--- src/rtl/evt_irq_pkg.sv ---
package evt_irq_pkg;

    localparam int STAT_W = 12;

    localparam int B_TXE = 0;
    localparam int B_TXF = 1;
    localparam int B_TXT = 2;
    localparam int B_RXE = 3;
    localparam int B_RXF = 4;
    localparam int B_RXT = 5;
    localparam int B_BDD = 9;
    localparam int B_PKT = 10;
    localparam int B_ERR = 11;

    localparam logic [STAT_W-1:0] STAT_MASK     = 12'hE3F;
    localparam logic [STAT_W-1:0] ANNOUNCE_MASK = 12'h009;

    typedef enum logic [1:0] {
        ST_RUN      = 2'd0,
        ST_CLEAR    = 2'd1,
        ST_ANNOUNCE = 2'd2
    } srst_state_e;

    typedef enum logic [1:0] {
        A_STATUS = 2'd0,
        A_ENABLE = 2'd1,
        A_SIGEN  = 2'd2,
        A_THRESH = 2'd3
    } reg_addr_e;

endpackage

--- src/rtl/evt_irq_srst_fsm.sv ---
module evt_irq_srst_fsm
    import evt_irq_pkg::*;
(
    input  logic clk,
    input  logic rst_n,
    input  logic srst_i,
    output logic clr_all_o,
    output logic announce_o,
    output logic run_o
);

    srst_state_e state_q, state_d;

    always_ff @(posedge clk or negedge rst_n) begin
        if (!rst_n) state_q <= ST_RUN;
        else        state_q <= state_d;
    end

    always_comb begin
        state_d = state_q;
        unique case (state_q)
            ST_RUN:      if (srst_i) state_d = ST_CLEAR;
            ST_CLEAR:    state_d = ST_ANNOUNCE;
            ST_ANNOUNCE: state_d = ST_RUN;
            default:     state_d = ST_RUN;
        endcase
    end

    always_comb begin
        clr_all_o  = 1'b0;
        announce_o = 1'b0;
        run_o      = 1'b0;
        unique case (state_q)
            ST_RUN:      run_o      = 1'b1;
            ST_CLEAR:    clr_all_o  = 1'b1;
            ST_ANNOUNCE: announce_o = 1'b1;
            default:     run_o      = 1'b1;
        endcase
    end


    clear_then_announce_chk: assert property (@(posedge clk) disable iff (!rst_n)
        (state_q == ST_CLEAR) |=> (state_q == ST_ANNOUNCE));


    announce_then_run_chk: assert property (@(posedge clk) disable iff (!rst_n)
        (state_q == ST_ANNOUNCE) |=> (state_q == ST_RUN));

endmodule

--- src/rtl/evt_irq_thr_cmp.sv ---
module evt_irq_thr_cmp #(
    parameter int W           = 5,
    parameter bit AT_OR_ABOVE = 1'b0
) (
    input  logic [W-1:0] level_i,
    input  logic [W-1:0] thr_i,
    output logic         hit_o
);

    generate
        if (AT_OR_ABOVE) begin : g_ge
            assign hit_o = (level_i >= thr_i);
        end else begin : g_le
            assign hit_o = (level_i <= thr_i);
        end
    endgenerate

endmodule

--- src/rtl/evt_irq_stat_bank.sv ---
module evt_irq_stat_bank
    import evt_irq_pkg::*;
(
    input  logic              clk,
    input  logic              rst_n,
    input  logic [STAT_W-1:0] set_i,
    input  logic [STAT_W-1:0] w1c_i,
    input  logic              clr_all_i,
    input  logic              announce_i,
    output logic [STAT_W-1:0] stat_o
);

    logic [STAT_W-1:0] stat_q;

    always_ff @(posedge clk or negedge rst_n) begin
        if (!rst_n)          stat_q <= '0;
        else if (clr_all_i)  stat_q <= '0;
        else if (announce_i) stat_q <= ANNOUNCE_MASK;
        else                 stat_q <= ((stat_q & ~w1c_i) | set_i) & STAT_MASK;
    end

    assign stat_o = stat_q;


    sticky_hold_chk: assert property (@(posedge clk) disable iff (!rst_n)
        (!clr_all_i && !announce_i) |=>
        ((stat_q & $past(stat_q & ~w1c_i)) == $past(stat_q & ~w1c_i)));


    event_wins_chk: assert property (@(posedge clk) disable iff (!rst_n)
        (!clr_all_i && !announce_i) |=>
        ((stat_q & $past(set_i & STAT_MASK)) == $past(set_i & STAT_MASK)));


    announce_value_chk: assert property (@(posedge clk) disable iff (!rst_n)
        announce_i |=> (stat_q == ANNOUNCE_MASK));

endmodule

--- src/rtl/evt_irq_hub.sv ---
module evt_irq_hub
    import evt_irq_pkg::*;
#(
    parameter int DATA_W     = 32,
    parameter int THR_W      = 5,
    parameter int TX_THR_RST = 1,
    parameter int RX_THR_RST = 1
) (
    input  logic              clk,
    input  logic              rst_n,
    input  logic              srst_i,
    input  logic              wr_en_i,
    input  logic [1:0]        wr_addr_i,
    input  logic [DATA_W-1:0] wr_data_i,
    input  logic [1:0]        rd_addr_i,
    output logic [DATA_W-1:0] rd_data_o,
    input  logic [3:0]        fifo_evt_i,
    input  logic [2:0]        dma_evt_i,
    input  logic [THR_W-1:0]  tx_level_i,
    input  logic [THR_W-1:0]  rx_level_i,
    output logic              srst_busy_o,
    output logic              irq_o
);

    localparam int TX_LSB = 8;
    localparam int RX_LSB = 0;
    localparam logic [THR_W-1:0] TX_RST_V = THR_W'(TX_THR_RST);
    localparam logic [THR_W-1:0] RX_RST_V = THR_W'(RX_THR_RST);

    logic              run, clr_all, announce;
    logic              wr_ok, tx_hit, rx_hit;
    logic [STAT_W-1:0] stat, set_vec, w1c_vec, wr_mask;
    logic [STAT_W-1:0] en_q, sig_q;
    logic [THR_W-1:0]  tx_thr_q, rx_thr_q;
    logic              irq_q;

    evt_irq_srst_fsm u_fsm (
        .clk        (clk),
        .rst_n      (rst_n),
        .srst_i     (srst_i),
        .clr_all_o  (clr_all),
        .announce_o (announce),
        .run_o      (run)
    );

    evt_irq_thr_cmp #(.W(THR_W), .AT_OR_ABOVE(1'b0)) u_tx_cmp (
        .level_i (tx_level_i),
        .thr_i   (tx_thr_q),
        .hit_o   (tx_hit)
    );

    evt_irq_thr_cmp #(.W(THR_W), .AT_OR_ABOVE(1'b1)) u_rx_cmp (
        .level_i (rx_level_i),
        .thr_i   (rx_thr_q),
        .hit_o   (rx_hit)
    );

    assign wr_ok   = wr_en_i && run;
    assign wr_mask = wr_data_i[STAT_W-1:0] & STAT_MASK;
    assign w1c_vec = (wr_ok && wr_addr_i == A_STATUS) ? wr_mask : '0;

    always_comb begin
        set_vec        = '0;
        set_vec[B_TXE] = fifo_evt_i[0];
        set_vec[B_TXF] = fifo_evt_i[1];
        set_vec[B_RXE] = fifo_evt_i[2];
        set_vec[B_RXF] = fifo_evt_i[3];
        set_vec[B_TXT] = tx_hit;
        set_vec[B_RXT] = rx_hit;
        set_vec[B_BDD] = dma_evt_i[0];
        set_vec[B_PKT] = dma_evt_i[1];
        set_vec[B_ERR] = dma_evt_i[2];
    end

    evt_irq_stat_bank u_stat (
        .clk        (clk),
        .rst_n      (rst_n),
        .set_i      (set_vec),
        .w1c_i      (w1c_vec),
        .clr_all_i  (clr_all),
        .announce_i (announce),
        .stat_o     (stat)
    );

    always_ff @(posedge clk or negedge rst_n) begin
        if (!rst_n) begin
            en_q     <= '0;
            sig_q    <= '0;
            tx_thr_q <= TX_RST_V;
            rx_thr_q <= RX_RST_V;
        end else if (clr_all) begin
            en_q     <= '0;
            sig_q    <= '0;
            tx_thr_q <= TX_RST_V;
            rx_thr_q <= RX_RST_V;
        end else if (wr_ok) begin
            unique case (reg_addr_e'(wr_addr_i))
                A_ENABLE: en_q  <= wr_mask;
                A_SIGEN:  sig_q <= wr_mask;
                A_THRESH: begin
                    tx_thr_q <= wr_data_i[TX_LSB +: THR_W];
                    rx_thr_q <= wr_data_i[RX_LSB +: THR_W];
                end
                default: ;
            endcase
        end
    end

    always_ff @(posedge clk or negedge rst_n) begin
        if (!rst_n) irq_q <= 1'b0;
        else        irq_q <= |(stat & en_q & sig_q);
    end

    always_comb begin
        rd_data_o = '0;
        unique case (reg_addr_e'(rd_addr_i))
            A_STATUS: rd_data_o[STAT_W-1:0] = stat;
            A_ENABLE: rd_data_o[STAT_W-1:0] = en_q;
            A_SIGEN:  rd_data_o[STAT_W-1:0] = sig_q;
            A_THRESH: begin
                rd_data_o[TX_LSB +: THR_W] = tx_thr_q;
                rd_data_o[RX_LSB +: THR_W] = rx_thr_q;
            end
            default: ;
        endcase
    end

    assign irq_o       = irq_q;
    assign srst_busy_o = !run;


    masked_quiet_chk: assert property (@(posedge clk) disable iff (!rst_n)
        ((en_q & sig_q) == '0) |=> !irq_o);


    irq_follows_chk: assert property (@(posedge clk) disable iff (!rst_n)
        (|(stat & en_q & sig_q)) |=> irq_o);


    tx_thr_event_chk: assert property (@(posedge clk) disable iff (!rst_n)
        (run && tx_level_i <= tx_thr_q) |=> stat[B_TXT]);


    rx_thr_event_chk: assert property (@(posedge clk) disable iff (!rst_n)
        (run && rx_level_i >= rx_thr_q) |=> stat[B_RXT]);


    reserved_zero_chk: assert property (@(posedge clk) disable iff (!rst_n)
        ((stat | en_q | sig_q) & ~STAT_MASK) == '0);

endmodule

--- config.mk ---
export PLATFORM = sky130hd
export DESIGN_NAME = evt_irq_hub
export DESIGN_NICKNAME = d
export VERILOG_FILES = /design/src/rtl/evt_irq_pkg.sv /design/src/rtl/evt_irq_srst_fsm.sv /design/src/rtl/evt_irq_thr_cmp.sv /design/src/rtl/evt_irq_stat_bank.sv /design/src/rtl/evt_irq_hub.sv
export SDC_FILE = /design/constraint.sdc
export NUM_CORES = 1
export LEC_CHECK = 0
export ABC_AREA = 1
export BUFFER_PORTS_ARGS = -buffer_cell sky130_fd_sc_hd__buf_4
export CAP_MARGIN = 20
export CORE_MARGIN = 2
export CORE_UTILIZATION = 55
export CTS_CLUSTER_SIZE = 14
export DETAILED_ROUTE_END_ITERATION = 7
export PLACE_DENSITY = 0.86
export REMOVE_ABC_BUFFERS = 1
export SYNTH_ARGS = -nofsm -noshare
export SYNTH_HDL_FRONTEND = slang
export SYNTH_HIERARCHICAL = 1
export SYNTH_SLANG_ARGS = --single-unit
--- constraint.sdc ---
create_clock -name clk -period 3.13 [get_ports clk]
set_input_delay 0.626 -clock clk [delete_from_list [all_inputs] [get_ports clk]]
set_output_delay 0.626 -clock clk [all_outputs]
set_load 0.005 [all_outputs]
==> metrics.cfg, run 1 <==
[status]
status = completed

[timing]
max_freq_mhz = 426.9
worst_slack_ns = 0.7877
tightestPinTransition_ns = 0.5013
drv_slew = 0
skew_ns = 0.01162
final-setup-viol-count = 0
fin_crit_ns = 2.342
rsz0062_at_grt = no
post-route-period-util = 0.7483
finalSetupTns_ns = 0
slew_headroom = 0.6658
hold_ws_ns = 0.2913
final-hold-violation-count = 0

[clock_tree]
cts_tree = yes
clk_latency_ns = 0.30
cts_made_buffers = 5
cts_sinks = 40
cts_repair_resize_count = 0
clkTransAtPathRegs_ns = 0.08
cts_setup_buffers = 0
clock_path_buffers = 2
cts-root-buf = clkbuf_8
cts-hold-fix-buffers = 0
h-tree-depth = 2

[power]
pwr_density_cell_nw_per_um2 = 762.7
finalPower_mw = 2.361
p_leak_nw = 1.724
ir_drop_mv = 0.5873

[finish]
mostFrequentLayoutCell = nand2_1
final_cell_mix = nand2_1, inv_1, buf_4
layout-drive-gt1-share = 0.2254
nets = 488
final_util = 0.6554
fin_area_um2 = 3095
syn_to_final_growth_pct = 15.18
diodes = 0
instances_no_fill = 484
fillers = 407

[placed_design]
gp_congestion = 0.8307
pre_cts_slack_ns = 0.8379
portBuffers = 48
dp_hpwl_um = 4450
dp_cells = 477
dpl_cell_area_um2 = 3019

[worst_setup_path]
path_max_fanout = 6
cp-startpoint = rd_addr_i[1]
slowest_delay_ns = 0.40
crit_type = primary input to primary output
start_kind = primary input
cp_slowest_cell = nor2_1
cp_common_cell = buf_4
cp_cell_sequence = buf_4, nor2_1, buf_4, nand2_1, nand4_1, buf_4
ff2ff_path_depth = 10
cp-end-kind = primary output
reg2reg_setup_slack_ns = 1.20
r2r-end = u_stat/stat_o[9]
cp.required_ns = 2.50
arrival_ns = 1.72
r2r-start = u_fsm/state_q[0]

[logic_synthesis]
yosysWarnings = 6
ys_ff_latch = 40
syn-cell-area_um2 = 2688
synthCells = 367
synth_cell_types = 25
yosysSeqAreaShare = 0.3734
avgSynthCellArea_um2 = 7.323

[floorplan]
die_y_um = 73.91
die_x_um = 73.91
core_area_um2 = 4723
pin_count = 91
rows = 25
dieArea_um2 = 5462
initial_core_util = 0.5690

[detailed_routing]
avgViaCountPerCell = 4.979
routed_wl_um = 6100
avgRoutedWirePerCell_um = 12.60
drc = 0
num_vias = 2410
drt_iter0_drc = 174
dr.pass1.iters = 5
antenna_left = 0

[global_routing]
grt_overflow = 0
grt_pass1_wl_um = 9756
antenna_found_initial = 0
grt_use_total = 0.2379
grt_pass1_vias = 2193
grt_max_degree = 41

[min_path]
min_path_type = primary input to asynchronous set/reset pin

[run]
maxCapViolCount = 0

[cell usage after synthesis, drive strengths merged]
master | n | area (um^2)
dfstp | 2 | 52.55
nand2 | 120 | 473.0
a22o | 1 | 8.760
inv | 64 | 240.2
nand3 | 29 | 155.2
clkinv | 1 | 3.750
conb | 2 | 7.510
nand4 | 8 | 50.05
nor2 | 34 | 142.6
o21ai | 15 | 127.6
nor3 | 1 | 16.27
buf | 27 | 202.7
a21oi | 11 | 81.33
dfrtp | 38 | 950.9
ha | 14 | 175.2
[area by class of cell]
class | count | area (um^2) | area share
clock buffers | 7 | 76.32 | 0.02466
inverters | 65 | 244.0 | 0.07882
multi-input cells | 255 | 1313 | 0.4240
flip-flops and latches | 40 | 1003 | 0.3242
well taps | 67 | 83.83 | 0.02708
repair buffers | 50 | 375.4 | 0.1213
[cell families after synthesis]
logic type | count (synthesis) | synth area share
AOI/OAI and AO/OA | 27 | 0.08101
adders and majority gates | 14 | 0.06518
buffers and inverters | 92 | 0.1662
DFF | 40 | 0.3734
other | 2 | 0.002794
and+or+nand+nor | 192 | 0.3115
[power breakdown]
group / switching, mW / total [mW] / internal, mW
Clock: 0.174 / 0.327 / 0.154
Combinational: 0.683 / 1.11 / 0.425
Sequential: 0.178 / 0.926 / 0.748
[sequential cells by signal, summed over array words and instances (netlist names)]
| register | count |
|---|---|
| rx_thr_q | 5 |
| u_stat/stat_o | 9 |
| en_q | 9 |
| irq_o | 1 |
| tx_thr_q | 5 |
| sig_q | 9 |
| u_fsm/state_q | 2 |
[per-layer routing]
metal | part of all wire | vias up | wire, um | GRT usage
li1 | - | 1175 | - | -
met2 | 0.48 | 121 | 2929 | 0.3889
met4 | 0.034 | 0 | 205 | 0.1030
met3 | 0.071 | 24 | 431 | 0.04252
met5 | 0 | - | 0 | 0
met1 | 0.42 | 1090 | 2534 | 0.3103
[critical path: cells and delay by family]
| kind | cells | cell delay [ns] |
|---|---|---|
| and+or+nand+nor | 3 | 0.58 |
| buffers and inverters | 3 | 0.50 |
[worst max path at each step]
stage	to	slack [ns]	cells past startpoint
after global placement	rd_data_o[10]	0.85	6
after CTS	rd_data_o[4]	0.83	6
final	rd_data_o[4]	0.79	6
after floorplan	rd_data_o[0]	1.31	3
after global routing	rd_data_o[4]	0.73	6
after detailed placement	rd_data_o[4]	0.84	6
No activity file was read; power rests on OpenSTA's default activity.
==> run 2: changes to the inputs <==
CORE_UTILIZATION = 46   (was 55)
PLACE_DENSITY = 0.77   (was 0.86)
clock period = 2 ns   (was 3.13 ns; I/O delays follow)
==> metrics.cfg, run 2 (synthesized netlist as in run 1, its figures left out) <==
[status]
status = completed

[detailed_routing]
num_vias = 2374
drt_iter0_drc = 158
avgViaCountPerCell = 4.815
routed_wl_um = 6203
dr.pass1.iters = 5
drc = 0
avgRoutedWirePerCell_um = 12.58
antenna_left = 0

[clock_tree]
cts_made_buffers = 5
cts_tree = yes
clock_path_buffers = 2
clkTransAtPathRegs_ns = 0.07
cts-root-buf = clkbuf_8
cts_repair_resize_count = 0
cts_setup_buffers = 0
clk_latency_ns = 0.29
cts_sinks = 40
h-tree-depth = 2
cts-hold-fix-buffers = 0

[finish]
fillers = 556
layout-drive-gt1-share = 0.2328
final_cell_mix = nand2_1, inv_1, buf_4
mostFrequentLayoutCell = nand2_1
syn_to_final_growth_pct = 16.76
nets = 491
diodes = 0

[timing]
fin_crit_ns = 1.786
final-setup-viol-count = 0
rsz0062_at_grt = no
post-route-period-util = 0.8932
final-hold-violation-count = 0
finalSetupTns_ns = 0
tightestPinTransition_ns = 0.5323
slew_headroom = 0.6451
max_freq_mhz = 559.8
drv_slew = 0
worst_slack_ns = 0.2136
skew_ns = 0.002519

[worst_setup_path]
cp_common_cell = inv_1
cp.required_ns = 2.18
cp_slowest_cell = dfrtp_1
slowest_delay_ns = 0.38
crit_type = flop to flop
cp_cell_sequence = inv_1, ha_1, inv_1, nand2_1, inv_1, nand3_2, nor2_1, inv_1, nand2_1, a21oi_2
cp-end-kind = flop
path_max_fanout = 9
arrival_ns = 1.97
start_kind = flop

[power]
finalPower_mw = 3.765
netSwitchingFraction = 0.4322
p_leak_nw = 1.746
pwr_density_cell_nw_per_um2 = 1200
pwr-share-seq = 0.388
ir_drop_mv = 1.003
p_clk_frac = 0.147
internal_power_mw = 2.138
power_switching_mw = 1.627
power.share.combinational = 0.464

[floorplan]
die_y_um = 80.44
pin_count = 91
initial_core_util = 0.4822
dieArea_um2 = 6470
core_area_um2 = 5574
rows = 27
die_x_um = 80.44

[global_routing]
grt_overflow = 0
grt_pass1_vias = 2306
grt_max_degree = 41
grt_use_total = 0.2086
antenna_found_initial = 0
grt_pass1_wl_um = 10290

[placed_design]
gp_congestion = 0.8507
dp_hpwl_um = 4571
pre_cts_slack_ns = 0.2377
portBuffers = 48

[min_path]
min_path_type = primary input to asynchronous set/reset pin

[run]
maxCapViolCount = 0

==> run 2: cell count changes in the layout (fill, tap and decap cells not counted) <==
| cell | before | now |
|---|---|---|
| clkbuf_8 | 5 | 6 |
| buf_4 | 50 | 53 |
==> run 2: critical path: cells and delay by family (launching register included) <==
kind	cells	cell delay (ns)
AO/OA/AOI/OAI	1	0.05
buffers and inverters	4	0.34
flip-flops	1	0.38
adder cells (fa/ha/maj)	1	0.30
AND/OR/NAND/NOR	4	0.59
==> run 2: final timing paths <==
check | start | end | slack, ns | cells past startpoint
worst max-delay path | u_fsm/state_q[0] | u_stat/stat_o[5] | 0.21 | 10
worst min-delay path | rst_n | u_stat/stat_o[2] | 0.07 | 1
worst max register to register | u_fsm/state_q[0] | u_stat/stat_o[5] | 0.21 | 10
worst min register to register | rx_thr_q[0] | rx_thr_q[0] | 0.50 | 2
max in group asynchronous | rst_n | sig_q[4] | 1.55 | 1
min in group clk | wr_data_i[12] | tx_thr_q[4] | 0.35 | 3
==> run 2: per-stage QoR <==
stage / util / instance area, um^2 / std cells / hold slack [ns]
floorplan: - / 2560 / 360 / 0.1044
global placement: 0.5468 / 3048 / 485 / 0.4053
detailed placement: 0.5468 / 3048 / 485 / 0.4165
CTS: 0.5630 / 3138 / 493 / 0.09481
global route: 0.5630 / 3138 / 493 / 0.1107
finish: 0.5630 / 3138 / 493 / 0.06671
==> run 2: final cells by class <==
cell class	count	area (um^2)	area share
timing repair buffer	53	397.9	0.1268
inverter	65	244.0	0.07775
tap	72	90.09	0.02871
multi-input combinational	255	1313	0.4183
clock buffer	8	90.09	0.02871
sequential	40	1003	0.3198
==> run 2: power by group through the flow <==
stage          clock network [mW]  logic, mW  registers, mW
2_1_floorplan                   0       1.19           1.38
3_3_place_gp                    0       1.69           1.45
3_5_place_dp                    0       1.75           1.47
4_1_cts                     0.572       1.76           1.45
5_1_grt                     0.604       2.00           1.50
6_report                    0.555       1.75           1.46
==> run 2: per-layer routing <==
layer | wire (um) | vias to the layer above | GRT usage
li1 | - | 1183 | -
met1 | 2651 | 1081 | 0.2650
met2 | 2965 | 93 | 0.3525
met3 | 489 | 17 | 0.04607
met4 | 97 | 0 | 0.06610
met5 | 0 | - | 0
==> run 3: changes to the inputs <==
RECOVER_POWER = 25   (was default)
==> metrics.cfg, run 3 (synthesized netlist as in run 1, its figures left out) <==
[status]
status = completed

[power]
ir_drop_mv = 1.013
pwr-share-seq = 0.389
internal_power_mw = 2.137
p_leak_nw = 1.746
power_switching_mw = 1.632
finalPower_mw = 3.769
power.share.combinational = 0.464
netSwitchingFraction = 0.4329
p_clk_frac = 0.147
pwr_density_cell_nw_per_um2 = 1202

[placed_design]
dp_hpwl_um = 4571
gp_congestion = 0.8507
portBuffers = 48

[worst_setup_path]
cp_cell_sequence = inv_1, ha_1, inv_1, nand2_1, inv_1, nand3_2, nor2_1, inv_1, nand2_1, a21oi_2
cp_slowest_cell = dfrtp_1
slowest_delay_ns = 0.38
start_kind = flop
cp_common_cell = inv_1
cp.required_ns = 2.18
reg2reg_setup_slack_ns = 0.21
cp-end-kind = flop
crit_type = flop to flop
path_max_fanout = 9
arrival_ns = 1.97

[timing]
drv_slew = 0
tightestPinTransition_ns = 1.039
finalSetupTns_ns = 0
slew_headroom = 0.3071
post-route-period-util = 0.8947
max_freq_mhz = 558.9
skew_ns = 0.002496
hold_ws_ns = 0.2633
final-setup-viol-count = 0
final-hold-violation-count = 0
fin_crit_ns = 1.789
rsz0062_at_grt = no

[finish]
syn_to_final_growth_pct = 16.67
final_cell_mix = nand2_1, inv_1, buf_4
nets = 491
layout-drive-gt1-share = 0.2328
fillers = 556
register_area_um2 = 1003
mostFrequentLayoutCell = nand2_1
multiInputGateArea_um2 = 1313
diodes = 0
final_util = 0.5625

[clock_tree]
clk_latency_ns = 0.29
cts_repair_resize_count = 0
h-tree-depth = 2
cts_tree = yes
cts-root-buf = clkbuf_8
cts_setup_buffers = 0
cts_made_buffers = 5
clock_path_buffers = 2
clkTransAtPathRegs_ns = 0.07
cts-hold-fix-buffers = 0
cts_sinks = 40

[floorplan]
rows = 27
die_x_um = 80.44
pin_count = 91
core_area_um2 = 5574
dieArea_um2 = 6470
die_y_um = 80.44
initial_core_util = 0.4822

[detailed_routing]
num_vias = 2370
avgRoutedWirePerCell_um = 12.59
antenna_left = 0
avgViaCountPerCell = 4.807
drc = 0
drt_iter0_drc = 158
routed_wl_um = 6205
dr.pass1.iters = 5

[global_routing]
antenna_found_initial = 0
grt_overflow = 0
grt_pass1_vias = 2306
grt_max_degree = 41
grt_use_total = 0.2086
grt_pass1_wl_um = 10290

[run]
maxCapViolCount = 0

[min_path]
min_path_type = primary input to asynchronous set/reset pin

[run 3: cell types whose count changed in the layout (fill, tap and decap cells not counted)]
cell      delta
clkbuf_2     +1
buf_4        -1
[run 3: path summary, 6_finish.rpt]
check / from / to / cells past startpoint
hold reg to reg: rx_thr_q[0] / rx_thr_q[0] / 2
min in group clk: wr_data_i[12] / tx_thr_q[4] / 3
setup reg to reg: u_fsm/state_q[0] / u_stat/stat_o[5] / 10
max in group asynchronous: rst_n / irq_o / 1
hold / removal: rst_n / u_stat/stat_o[2] / 1
setup / recovery: u_fsm/state_q[0] / u_stat/stat_o[5] / 10
[run 3: layout make-up]
type / instances / share of cell area
multi-input combinational: 255 / 0.4186
sequential: 40 / 0.3200
timing repair buffer: 53 / 0.1261
inverter: 65 / 0.07781
clock buffer: 8 / 0.02873
tap: 72 / 0.02873
[run 3: power groups by stage]
stage / clock [mW] / combinational, mW / sequential [mW]
after floorplan: 0 / 1.19 / 1.38
after global placement: 0 / 1.69 / 1.45
after detailed placement: 0 / 1.75 / 1.47
after CTS: 0.572 / 1.76 / 1.45
after global routing: 0.604 / 2.00 / 1.50
final: 0.555 / 1.75 / 1.46
[run 3: worst max-delay path: cells and delay by family (launching register included)]
| family | cells | cell delay, ns |
|---|---|---|
| compound gates | 1 | 0.05 |
| flops | 1 | 0.38 |
| fa+ha+maj | 1 | 0.30 |
| buf+inv | 4 | 0.34 |
| simple gates | 4 | 0.59 |
[run 3: metrics by stage]
stage	instance area, um^2	instances	setup WS (ns)
after floorplan	2560	360	0.2064
after global placement	3048	485	0.2794
after detailed placement	3048	485	0.2377
after CTS	3138	493	0.2313
after global routing	3136	493	0.03886
final	3136	493	0.2106
[run 3: layer usage]
layer,global-route usage,routed length [um],vias to the layer above
met5,0,0,-
met4,0.06610,86,0
met3,0.04607,426,11
met2,0.3525,2970,87
met1,0.2650,2721,1088
li1,-,-,1184
